File: config.mk
export PLATFORM = sky130hd
export DESIGN_NAME = evt_timer_chan
export DESIGN_NICKNAME = d
export VERILOG_FILES = /design/src/rtl/evt_timer_pkg.sv /design/src/rtl/evt_free_cnt.sv /design/src/rtl/evt_edge_sync.sv /design/src/rtl/evt_flag_route.sv /design/src/rtl/evt_timer_chan.sv
export SDC_FILE = /design/constraint.sdc
export NUM_CORES = 1
export LEC_CHECK = 0
export CAP_MARGIN = 20
export CORE_ASPECT_RATIO = 0.9
export CORE_MARGIN = 10
export CORE_UTILIZATION = 57
export CTS_CLUSTER_SIZE = 20
export DETAILED_ROUTE_END_ITERATION = 7
export DONT_BUFFER_PORTS = 1
export GPL_TIMING_DRIVEN = 0
export PLACE_DENSITY = 0.84
export SETUP_SLACK_MARGIN = 0.05
export SLEW_MARGIN = 20
export SYNTH_ARGS = -nofsm -noshare
export SYNTH_HDL_FRONTEND = slang
export SYNTH_SLANG_ARGS = --single-unit
File: constraint.sdc
create_clock -name clk -period 2.5 [get_ports clk]
set_clock_uncertainty 0.15 [all_clocks]
set_input_delay 0.75 -clock clk [delete_from_list [all_inputs] [get_ports clk]]
set_output_delay 0.75 -clock clk [all_outputs]
set_load 0.02 [all_outputs]
File: src/rtl/evt_timer_pkg.sv
package evt_timer_pkg;

   typedef enum logic [1:0] {
      EDGE_OFF  = 2'd0,
      EDGE_RISE = 2'd1,
      EDGE_FALL = 2'd2,
      EDGE_BOTH = 2'd3
   } edge_sel_e;

   typedef struct packed {
      logic      dma_route;
      edge_sel_e edge_sel;
      logic      cmp_req_en;
   } chan_ctrl_t;

   localparam int CTRL_BITS = 4;
   localparam int EVT_BITS  = 8;

   localparam int unsigned ADR_CTRL = 0;
   localparam int unsigned ADR_CMP  = 1;
   localparam int unsigned ADR_CAP  = 2;
   localparam int unsigned ADR_EVT  = 3;
   localparam int unsigned ADR_CNT  = 4;

   localparam int EVT_CAP_BIT = 0;
   localparam int EVT_CMP_BIT = 1;

endpackage

File: src/rtl/evt_free_cnt.sv
module evt_free_cnt #(
   parameter int CNT_W = 32
) (
   input  logic             clk,
   input  logic             rst_n,
   output logic [CNT_W-1:0] cnt_o
);
   localparam logic [CNT_W-1:0] STEP = CNT_W'(1);

   logic [CNT_W-1:0] cnt_q;

   always_ff @(posedge clk or negedge rst_n) begin
      if (!rst_n) cnt_q <= '0;
      else        cnt_q <= cnt_q + STEP;
   end

   assign cnt_o = cnt_q;
endmodule

File: src/rtl/evt_edge_sync.sv
module evt_edge_sync
   import evt_timer_pkg::*;
#(
   parameter int SYNC_STAGES = 2
) (
   input  logic      clk,
   input  logic      rst_n,
   input  logic      pin_i,
   input  edge_sel_e edge_sel_i,
   output logic      hit_o
);
   localparam int LAST = SYNC_STAGES - 1;

   if (SYNC_STAGES < 2) begin : g_bad_stages
      $error("evt_edge_sync: SYNC_STAGES must be at least 2");
   end

   logic [SYNC_STAGES-1:0] sync_q;
   logic                   prev_q;
   logic                   rise, fall;

   for (genvar s = 0; s < SYNC_STAGES; s++) begin : g_stage
      if (s == 0) begin : g_first
         always_ff @(posedge clk or negedge rst_n) begin
            if (!rst_n) sync_q[0] <= 1'b0;
            else        sync_q[0] <= pin_i;
         end
      end else begin : g_next
         always_ff @(posedge clk or negedge rst_n) begin
            if (!rst_n) sync_q[s] <= 1'b0;
            else        sync_q[s] <= sync_q[s-1];
         end
      end
   end

   always_ff @(posedge clk or negedge rst_n) begin
      if (!rst_n) prev_q <= 1'b0;
      else        prev_q <= sync_q[LAST];
   end

   assign rise = sync_q[LAST] & ~prev_q;
   assign fall = ~sync_q[LAST] & prev_q;

   always_comb begin
      unique case (edge_sel_i)
         EDGE_RISE: hit_o = rise;
         EDGE_FALL: hit_o = fall;
         EDGE_BOTH: hit_o = rise | fall;
         default:   hit_o = 1'b0;
      endcase
   end
endmodule

File: src/rtl/evt_flag_route.sv
module evt_flag_route
   import evt_timer_pkg::*;
#(
   parameter int N_EVT = 2
) (
   input  logic             clk,
   input  logic             rst_n,
   input  logic [N_EVT-1:0] set_i,
   input  logic [N_EVT-1:0] clr_i,
   input  logic [N_EVT-1:0] req_en_i,
   input  logic             dma_route_i,
   output logic [N_EVT-1:0] flags_o,
   output logic             irq_o,
   output logic             dma_o
);
   if (N_EVT < 1) begin : g_bad_n
      $error("evt_flag_route: N_EVT must be at least 1");
   end

   logic [N_EVT-1:0] flag_q;
   logic [N_EVT-1:0] pend;

   for (genvar e = 0; e < N_EVT; e++) begin : g_flag
      always_ff @(posedge clk or negedge rst_n) begin
         if (!rst_n)         flag_q[e] <= 1'b0;
         else if (set_i[e])  flag_q[e] <= 1'b1;
         else if (clr_i[e])  flag_q[e] <= 1'b0;
      end
      assign pend[e] = flag_q[e] & req_en_i[e];
   end

   assign flags_o = flag_q;
   assign irq_o   = (|pend) & ~dma_route_i;
   assign dma_o   = (|pend) &  dma_route_i;
endmodule

File: src/rtl/evt_timer_chan.sv
module evt_timer_chan
   import evt_timer_pkg::*;
#(
   parameter int CNT_W       = 32,
   parameter int DATA_W      = 32,
   parameter int ADDR_W      = 3,
   parameter int SYNC_STAGES = 2
) (
   input  logic              clk,
   input  logic              rst_n,
   input  logic              cap_pin_i,
   input  logic              bus_wr_i,
   input  logic [ADDR_W-1:0] bus_addr_i,
   input  logic [DATA_W-1:0] bus_wdata_i,
   output logic [DATA_W-1:0] bus_rdata_o,
   output logic              irq_o,
   output logic              dma_req_o
);
   localparam int N_EVT = 2;
   localparam logic [ADDR_W-1:0] A_CTRL = ADDR_W'(ADR_CTRL);
   localparam logic [ADDR_W-1:0] A_CMP  = ADDR_W'(ADR_CMP);
   localparam logic [ADDR_W-1:0] A_CAP  = ADDR_W'(ADR_CAP);
   localparam logic [ADDR_W-1:0] A_EVT  = ADDR_W'(ADR_EVT);
   localparam logic [ADDR_W-1:0] A_CNT  = ADDR_W'(ADR_CNT);

   if (CNT_W < 2 || CNT_W > DATA_W) begin : g_bad_cnt
      $error("evt_timer_chan: CNT_W must lie in 2..DATA_W");
   end
   if (DATA_W < EVT_BITS) begin : g_bad_data
      $error("evt_timer_chan: DATA_W must hold the event register");
   end
   if (ADDR_W < 3) begin : g_bad_addr
      $error("evt_timer_chan: ADDR_W must reach five registers");
   end

   logic [CNT_W-1:0] cnt_q;
   logic [CNT_W-1:0] ref_q;
   logic [CNT_W-1:0] cap_q;
   chan_ctrl_t       ctrl_q;
   logic             cap_hit;
   logic             ref_hit;
   logic [N_EVT-1:0] flags;
   logic [N_EVT-1:0] evt_set, evt_clr, evt_en;
   logic             wr_ctrl, wr_cmp, wr_evt;
   wire              unused_wdata = ^bus_wdata_i;

   assign wr_ctrl = bus_wr_i && (bus_addr_i == A_CTRL);
   assign wr_cmp  = bus_wr_i && (bus_addr_i == A_CMP);
   assign wr_evt  = bus_wr_i && (bus_addr_i == A_EVT);

   evt_free_cnt #(.CNT_W(CNT_W)) u_cnt (
      .clk   (clk),
      .rst_n (rst_n),
      .cnt_o (cnt_q)
   );

   evt_edge_sync #(.SYNC_STAGES(SYNC_STAGES)) u_sync (
      .clk        (clk),
      .rst_n      (rst_n),
      .pin_i      (cap_pin_i),
      .edge_sel_i (ctrl_q.edge_sel),
      .hit_o      (cap_hit)
   );

   always_ff @(posedge clk or negedge rst_n) begin
      if (!rst_n)       ctrl_q <= '0;
      else if (wr_ctrl) ctrl_q <= chan_ctrl_t'(bus_wdata_i[CTRL_BITS-1:0]);
   end

   always_ff @(posedge clk or negedge rst_n) begin
      if (!rst_n)      ref_q <= '1;
      else if (wr_cmp) ref_q <= bus_wdata_i[CNT_W-1:0];
   end

   always_ff @(posedge clk or negedge rst_n) begin
      if (!rst_n)       cap_q <= '0;
      else if (cap_hit) cap_q <= cnt_q;
   end

   assign ref_hit = (cnt_q == ref_q);

   assign evt_set[EVT_CAP_BIT] = cap_hit;
   assign evt_set[EVT_CMP_BIT] = ref_hit;
   assign evt_clr[EVT_CAP_BIT] = wr_evt & bus_wdata_i[EVT_CAP_BIT];
   assign evt_clr[EVT_CMP_BIT] = wr_evt & bus_wdata_i[EVT_CMP_BIT];
   assign evt_en[EVT_CAP_BIT]  = (ctrl_q.edge_sel != EDGE_OFF);
   assign evt_en[EVT_CMP_BIT]  = ctrl_q.cmp_req_en;

   evt_flag_route #(.N_EVT(N_EVT)) u_flags (
      .clk         (clk),
      .rst_n       (rst_n),
      .set_i       (evt_set),
      .clr_i       (evt_clr),
      .req_en_i    (evt_en),
      .dma_route_i (ctrl_q.dma_route),
      .flags_o     (flags),
      .irq_o       (irq_o),
      .dma_o       (dma_req_o)
   );

   always_comb begin
      bus_rdata_o = '0;
      unique case (bus_addr_i)
         A_CTRL: bus_rdata_o[CTRL_BITS-1:0] = ctrl_q;
         A_CMP:  bus_rdata_o[CNT_W-1:0]     = ref_q;
         A_CAP:  bus_rdata_o[CNT_W-1:0]     = cap_q;
         A_EVT:  bus_rdata_o[N_EVT-1:0]     = flags;
         A_CNT:  bus_rdata_o[CNT_W-1:0]     = cnt_q;
         default: bus_rdata_o = '0;
      endcase
   end
endmodule

Yosys cells after proc, flatten, opt, wreduce, memory -nomap -nowiden
Cells that the tools add are included.

Bitwise gates (word level): 12. Reduce and logical (&&, ||, !) cells: 8. Add/subtract/negate cells: 1. Muxes and demuxes: 8. Equal/unequal tests: 8.

Operator list (count): $pmux W28 S3 (1); $add A32 B1 Y32 const B (1); $eq A32 B32 Y1 (1); $pmux W2 S5 (1); $and A1 B1 Y1 (8); $pmux W2 S4 (1); $eq A3 B2 Y1 const B (2); $reduce_bool A2 Y1 (3); $eq A2 B2 Y1 const B (2); $mux W1 (4); $eq A3 B1 Y1 const B (1); $eq A3 B3 Y1 const B (1); $logic_and A1 B1 Y1 (3); $logic_not A3 Y1 (1); $not A1 Y1 (3); $pmux W1 S3 (1); $eq A2 B1 Y1 const B (1); $reduce_or A2 Y1 (1); $or A1 B1 Y1 (1).

Bits of input ports: 39. Register bits: 105. Logic and storage cells: 48. Output and inout bits: 34.

Logic depth before layout (Yosys ltp)
Gate-level depths: netlist (run 1).

Depth in word-level cells: 5. Depth in mapped cells: 7. Depth with buffers taken out: 6.

By module
From an unflattened synthesis (run 1), not the netlist that was laid out.

Cells, all modules: 462. Area total of the unflattened synthesis: 5507.8 sq um.

By module, submodules not included: evt_timer_chan (area each 3798.6 sq um, sequential area each 1741.7 sq um, cells an instance 314, instances 1); evt_free_cnt (area each 1478.9 sq um, sequential area each 800.8 sq um, cells an instance 127, instances 1); evt_edge_sync (area each 133.9 sq um, sequential area each 75.1 sq um, cells an instance 12, instances 1); evt_flag_route (area each 96.3 sq um, sequential area each 50.0 sq um, cells an instance 9, instances 1).

Least setup slack after synthesis (run 1)
Ideal clock, no wire load.

Path kind: in2out. From: input bus_addr_i[1]. To: output bus_rdata_o[11]. Setup slack: -0.486 ns. Arrival: 2.086 ns. Data required time: 1.600 ns. Buffers on the path: 2. Stages: 5. Cells stage by stage: nor2b_1 -> clkbuf_1 -> clkbuf_1 -> a22oi_1 -> o21ai_0.

Longest elaborated chain between the ends: 2. Elaborated cells on any way between the ends: 4. Those cells by class: eq/ne: 3; mux: 1.

RTL lines: start, declared (line evt_timer_chan.sv:13) `input logic [ADDR_W-1:0] bus_addr_i,`; $eq A3 B3 Y1, or another cell as far along (line evt_timer_chan.sv:103) `unique case (bus_addr_i)`; $pmux W28 S3 (*) (line evt_timer_chan.sv:103); end, declared (line evt_timer_chan.sv:15) `output logic [DATA_W-1:0] bus_rdata_o,`.

Every way passes the cells marked *; elsewhere a longest branch is shown, timed or not.

Final worst setup path (run 1)
From: input bus_addr_i[0]. To: output bus_rdata_o[3].

Longest elaborated chain between the ends: 2. Elaborated cells on any way between the ends: 5. Those cells by class: eq/ne: 3; mux: 1; reduce/logical: 1.

RTL lines (line): $eq A3 B3 Y1, or another cell as far along (evt_timer_chan.sv:103); $pmux W2 S4 (*) (evt_timer_chan.sv:103).

Marked as above.

==> results.json, run 1 <==
{
  "hpwl_um": 9855,
  "clkLatencyLatePin_ns": 0.37,
  "drc": 0,
  "crit_chain": "clkbuf_16, nor3_4, buf_12, buf_8, nand2_2, o21ai_4",
  "maxSlewViolCount": 0,
  "grt_pass1_wl_um": 23300,
  "peakVddDrop_v": 0.0005056,
  "synth_cell_types": 38,
  "r2r_slack_ns": 0.11,
  "synth-seq-cells": 105,
  "start_util": 0.5826,
  "whs_ns": -0.07891,
  "tightest_slew_ns": 0.7106,
  "reg2reg_to": "u_cnt.cnt_o[29]",
  "outcome": "complete, but fails checks",
  "cts_tree": "yes",
  "crit_family": "buffers and inverters",
  "synth_warnings": 0,
  "clkSinkCount": 105,
  "clkTransAtPathRegs_ns": 0.09,
  "cts_inserted_buffers": 9,
  "layout_common_cells": "dfrtp_1, mux2_2, xor2_1, dfstp_2, o21ai_4",
  "crit_type": "in -> out",
  "drtIter0Drc": 319,
  "rr_worst_depth": 7,
  "final_common_cell": "dfrtp_1",
  "nets": 539,
  "synth_cells": 471,
  "fmax_mhz": 395.3,
  "cts.htree.levels": 3,
  "cp_max_fo": 6,
  "violations": "negative hold slack, negative setup slack",
  "power_leakage_nw": 2.913,
  "finalCriticalPeriod_ns": 2.530,
  "critPathSlowestCell": "nor3_4",
  "fin_area_um2": 6489,
  "route.vias.total": 3995,
  "ys_seq_area_frac": 0.5040,
  "gp_congestion": 0.8924,
  "rows": 33,
  "clock-root-buffer": "clkbuf_8",
  "vias_per_cell": 6.392,
  "chipWidth_um": 121.6,
  "dr.pass1.iters": 5,
  "max-clock-path-buffers": 2,
  "antenna_found_initial": 1,
  "fin_util": 0.7143,
  "wire_per_inst_um": 24.23,
  "track_usage": 0.2206,
  "startpoint_type": "input pin",
  "crit_arrival_ns": 1.63,
  "final_hold_viol_count": 73,
  "setup_tns_ns": -0.1466,
  "routed_wl_um": 15140,
  "syn-num-nets": 513,
  "grt.overflow.total": 0,
  "cp.required_ns": 1.60,
  "r2r-start": "u_cnt.cnt_o[9]",
  "min_period_over_period": 1.012,
  "setup_viol": 16,
  "synth_area_um2": 5293,
  "slowest_delay_ns": 0.20,
  "place_ws_ns": -0.3796,
  "dpl-instance-area_um2": 5654,
  "die-area_um2": 13540,
  "maxCapViolations": 0,
  "grt_pass1_vias": 4207,
  "area_growth_pct": 22.60,
  "io_pins": 73,
  "ant_nets": 0,
  "fin_ws_ns": -0.02977,
  "die_h_um": 111.4,
  "io_buffers": 0,
  "endpoint_kind": "primary output",
  "grt_setup_unrepaired": "yes",
  "core_um2": 9084,
  "drive_gt1_frac": 0.4661,
  "timing.slew.headroom": 0.5263,
  "nFillCells": 591,
  "grt_max_degree": 106,
  "cp_num_buf_inv": 3,
  "postSynthAreaPerCell_um2": 11.24,
  "hold_class": "in -> async",
  "power.density_nw_per_um2": 595.5
}
==> power by group <==
group / total (mW) / internal (mW) / leakage, nW / switching (mW)
combinational: 0.768 / 0.354 / 1.52 / 0.414
sequential: 2.14 / 1.96 / 1.31 / 0.180
clock: 0.953 / 0.387 / 0.0891 / 0.567
total: 3.86 / 2.70 / 2.91 / 1.16
==> Yosys cell counts, drive strengths merged <==
library cell	instances	share of area
dfstp	32	0.16
nor4	19	0.026
o41ai	1	0.0017
nor2	8	0.0057
a21boi	1	0.0014
and3	2	0.0024
buf	11	0.012
o21a	1	0.0014
mux2i	4	0.0076
clkbuf	25	0.018
xor2	52	0.086
inv	11	0.0078
o21ai	36	0.034
a22oi	28	0.040
and2	1	0.0012
xnor2	10	0.017
a21oi	3	0.0028
mux2	68	0.14
nor3	9	0.0085
dfrtp	73	0.35
nor2b	5	0.0059
a21o	1	0.0014
mux4	1	0.0043
nand3b	1	0.0014
nand2	43	0.030
or4	1	0.0021
ha	3	0.0071
nand3	9	0.0085
nand4	9	0.013
and4	2	0.0033
nor3b	1	0.0014
==> worst max path at each step <==
| stage | startpoint | to | slack (ns) | cells after the start |
|---|---|---|---|---|
| after floorplan | bus_addr_i[0] | bus_rdata_o[0] | 0.04 | 4 |
| after global placement | bus_addr_i[1] | bus_rdata_o[9] | -0.32 | 4 |
| after detailed placement | bus_addr_i[1] | bus_rdata_o[14] | -0.38 | 4 |
| after CTS | bus_addr_i[0] | bus_rdata_o[0] | -0.007 | 4 |
| after global routing | bus_addr_i[0] | bus_rdata_o[3] | -0.04 | 6 |
| final | bus_addr_i[0] | bus_rdata_o[3] | -0.03 | 6 |
==> repair_timing <==
item,in CTS,in global routing
pin swaps,6,4
gates resized for setup,80,32
cloned,3,1
endpoints found under the setup margin,60,68
hold endpoints to repair,73,73
buffers inserted,9,2
==> registers in the layout, indices dropped and copies added, names as in the netlist <==
register and cells:
cap_q 32, u_sync.sync_q 2, u_flags.flags_o 2, u_sync.prev_q 1
u_cnt.cnt_o 32, ref_q 32, ctrl_q 4
==> final cells by class <==
class	count	area, µm²	area share
Sequential cell	105	2668	0.4111
Clock inverter	5	31.28	0.004821
Clock buffer	11	141.4	0.02179
Inverter	11	45.04	0.006942
Antenna cell	1	2.502	0.0003857
Buffer	36	319.1	0.04917
Multi-Input combinational cell	319	2972	0.4580
Tap cell	122	152.6	0.02352
Timing Repair Buffer	15	157.7	0.02430
==> per-layer routing <==
metal	GRT usage	share of wire	up-vias
met5	0	0	-
met4	0.1048	0.037	0
met3	0.08687	0.097	49
met2	0.3520	0.48	196
met1	0.2542	0.38	2044
li1	-	-	1706
==> worst reg2reg max path: stages, from the launching register on <==
cell and delay [ns]:
dfrtp_1 0.34, buf_2 0.24, nand4_2 0.18, or4_4 0.55, buf_6 0.15, buf_6 0.14, nor4_2 0.33, xor2_1 0.23
==> kinds of logic (layout without fill, tap and decap cells) <==
logic type	after synthesis	in the layout	share of synthesized area
compound gates	71	71	0.08251
other cells	0	1	0
mux	73	73	0.1565
buf+inv	47	78	0.03735
simple gates	110	110	0.1099
xor+xnor	62	62	0.1026
fa+ha+maj	3	3	0.007093
flops	105	105	0.5040
==> metrics by stage <==
step | std cells | total power [mW]
floorplan | 471 | 2.618
global placement | 593 | 2.773
detailed placement | 593 | 2.806
CTS | 621 | 3.830
global route | 624 | 4.003
finish | 625 | 3.864
(Power assumes the default switching activity.)
==> run 2: changes to the inputs <==
--- a/config.mk
+++ b/config.mk
@@ -5,15 +5,15 @@
 export SDC_FILE = /design/constraint.sdc
 export NUM_CORES = 1
 export LEC_CHECK = 0
+export BUFFER_PORTS_ARGS = -buffer_cell sky130_fd_sc_hd__buf_2
 export CAP_MARGIN = 20
 export CORE_ASPECT_RATIO = 0.9
 export CORE_MARGIN = 10
-export CORE_UTILIZATION = 57
+export CORE_UTILIZATION = 52
 export CTS_CLUSTER_SIZE = 20
 export DETAILED_ROUTE_END_ITERATION = 7
-export DONT_BUFFER_PORTS = 1
 export GPL_TIMING_DRIVEN = 0
-export PLACE_DENSITY = 0.84
+export PLACE_DENSITY = 0.85
 export SETUP_SLACK_MARGIN = 0.05
 export SLEW_MARGIN = 20
 export SYNTH_ARGS = -nofsm -noshare
==> results.json, run 2 (synthesized netlist as in run 1, its figures left out) <==
{
  "io_buffers": 72,
  "violations": "negative setup slack",
  "crit_type": "in -> out",
  "grt_pass1_vias": 4369,
  "io_pins": 73,
  "power_leakage_nw": 3.334,
  "whs_ns": 0.1502,
  "track_usage": 0.2087,
  "area_growth_pct": 33.12,
  "hpwl_um": 10360,
  "grt.overflow.total": 0,
  "m1WireLength_um": 6383,
  "fin_util": 0.7201,
  "dr.pass1.iters": 5,
  "grt_setup_unrepaired": "yes",
  "tightest_slew_ns": 0.6709,
  "nets": 607,
  "power_mw": 4.496,
  "clkTransAtPathRegs_ns": 0.07,
  "diodes": 0,
  "cts.htree.levels": 3,
  "dr_wl_met2_um": 7492,
  "cp.required_ns": 1.60,
  "met3WireLength_um": 1440,
  "die_h_um": 115.7,
  "route.vias.total": 4246,
  "grt_pass1_wl_um": 24230,
  "top_layer_used": "met4",
  "final_hold_viol_count": 0,
  "maxCapViolations": 0,
  "clock-root-buffer": "clkbuf_16",
  "fin_ws_ns": -0.2588,
  "wire_per_inst_um": 22.64,
  "finalCriticalPeriod_ns": 2.759,
  "setup_tns_ns": -7.267,
  "max-clock-path-buffers": 2,
  "chipWidth_um": 126.3,
  "cts_tree": "yes",
  "final_common_cell": "dfrtp_1",
  "startpoint_type": "input pin",
  "antenna_found_initial": 0,
  "drc": 0,
  "timing.slew.headroom": 0.5497,
  "cp_max_fo": 6,
  "gp_congestion": 0.8896,
  "fmax_mhz": 362.5,
  "layout_common_cells": "dfrtp_1, mux2_2, xor2_1, buf_2, buf_6",
  "min_period_over_period": 1.104,
  "postCtsHoldBufs": 0,
  "start_util": 0.5409,
  "outcome": "complete, but fails checks",
  "drive_gt1_frac": 0.5158,
  "vias_per_cell": 6.101,
  "rows": 34,
  "core_um2": 9784,
  "power.density_nw_per_um2": 638.1,
  "maxSlewViolCount": 0,
  "routed_wl_um": 15760,
  "die-area_um2": 14620,
  "drtIter0Drc": 378,
  "crit_arrival_ns": 1.86,
  "clkLatencyLatePin_ns": 0.36,
  "peakVddDrop_v": 0.0004021,
  "ant_nets": 0,
  "hold_class": "in -> async",
  "cts_inserted_buffers": 9,
  "grt_max_degree": 67,
  "clkSinkCount": 105,
  "endpoint_kind": "primary output",
  "setup_viol": 32
}
-- run 2: cell count changes in the layout (fill, tap and decap cells not counted), sizes merged --
cell      delta
inv          +3
clkinvlp     -1
buf         +63
bufinv       +1
diode        -1
clkinv       -1
clkbuf       +3
-- run 2: where the power goes --
group          total [mW]  internal, mW  switching [mW]
clock                1.46         0.786           0.671
sequential           2.15          1.96           0.189
combinational       0.887         0.434           0.453
total                4.50          3.18            1.31
-- run 2: path summary, 6_finish.rpt --
check / startpoint / end / slack [ns] / depth (start not counted)
worst min register to register: u_sync.sync_q[0] / u_sync.sync_q[1] / 0.21 / 0
max in group asynchronous: rst_n / ref_q[20] / 1.35 / 2
worst max register to register: u_sync.prev_q / cap_q[20] / 0.13 / 7
worst max-delay path: bus_addr_i[0] / bus_rdata_o[20] / -0.26 / 8
min in group clk: u_sync.sync_q[0] / u_sync.sync_q[1] / 0.21 / 0
worst min-delay path: rst_n / u_sync.prev_q / 0.15 / 1
-- run 2: worst max-delay path: stages --
cell and delay, ns:
buf_8 0.11, clkbuf_16 0.15, nor3_4 0.20, buf_12 0.17, clkbuf_16 0.18, nand2_4 0.06
o21ai_4 0.09, buf_6 0.14
-- run 2: through the flow --
stage          setup slack, ns  cell area, µm²  instances
2_1_floorplan          0.03735            5502        471
3_3_place_gp           -0.5619            6020        669
3_5_place_dp           -0.6022            6053        670
4_1_cts                -0.2098            6938        696
5_1_grt                -0.2879            7046        696
6_report               -0.2588            7046        696
-- run 2: repair_timing --
item	4_1_cts	5_1_grt
setup endpoints to repair	83	42
pin swaps	4	1
setup buffers	7	0
gates resized for setup	134	20
cloned	3	0
-- run 2: cell type report --
cell class                      instances  area, µm²
Multi-Input combinational cell        319       2796
Clock buffer                            9      225.2
Fill cell                             638       2739
Sequential cell                       105       2668
Tap cell                              126      157.7
Inverter                               11      43.79
Timing Repair Buffer                   83      732.0
Buffer                                 36      345.3
Clock inverter                          7      77.57
-- run 2: routing by layer --
layer  track usage  up-vias
li1              -     1852
met1        0.2650     2140
met3       0.06119       35
met5             0        -
met4       0.08415        0
met2        0.3287      219
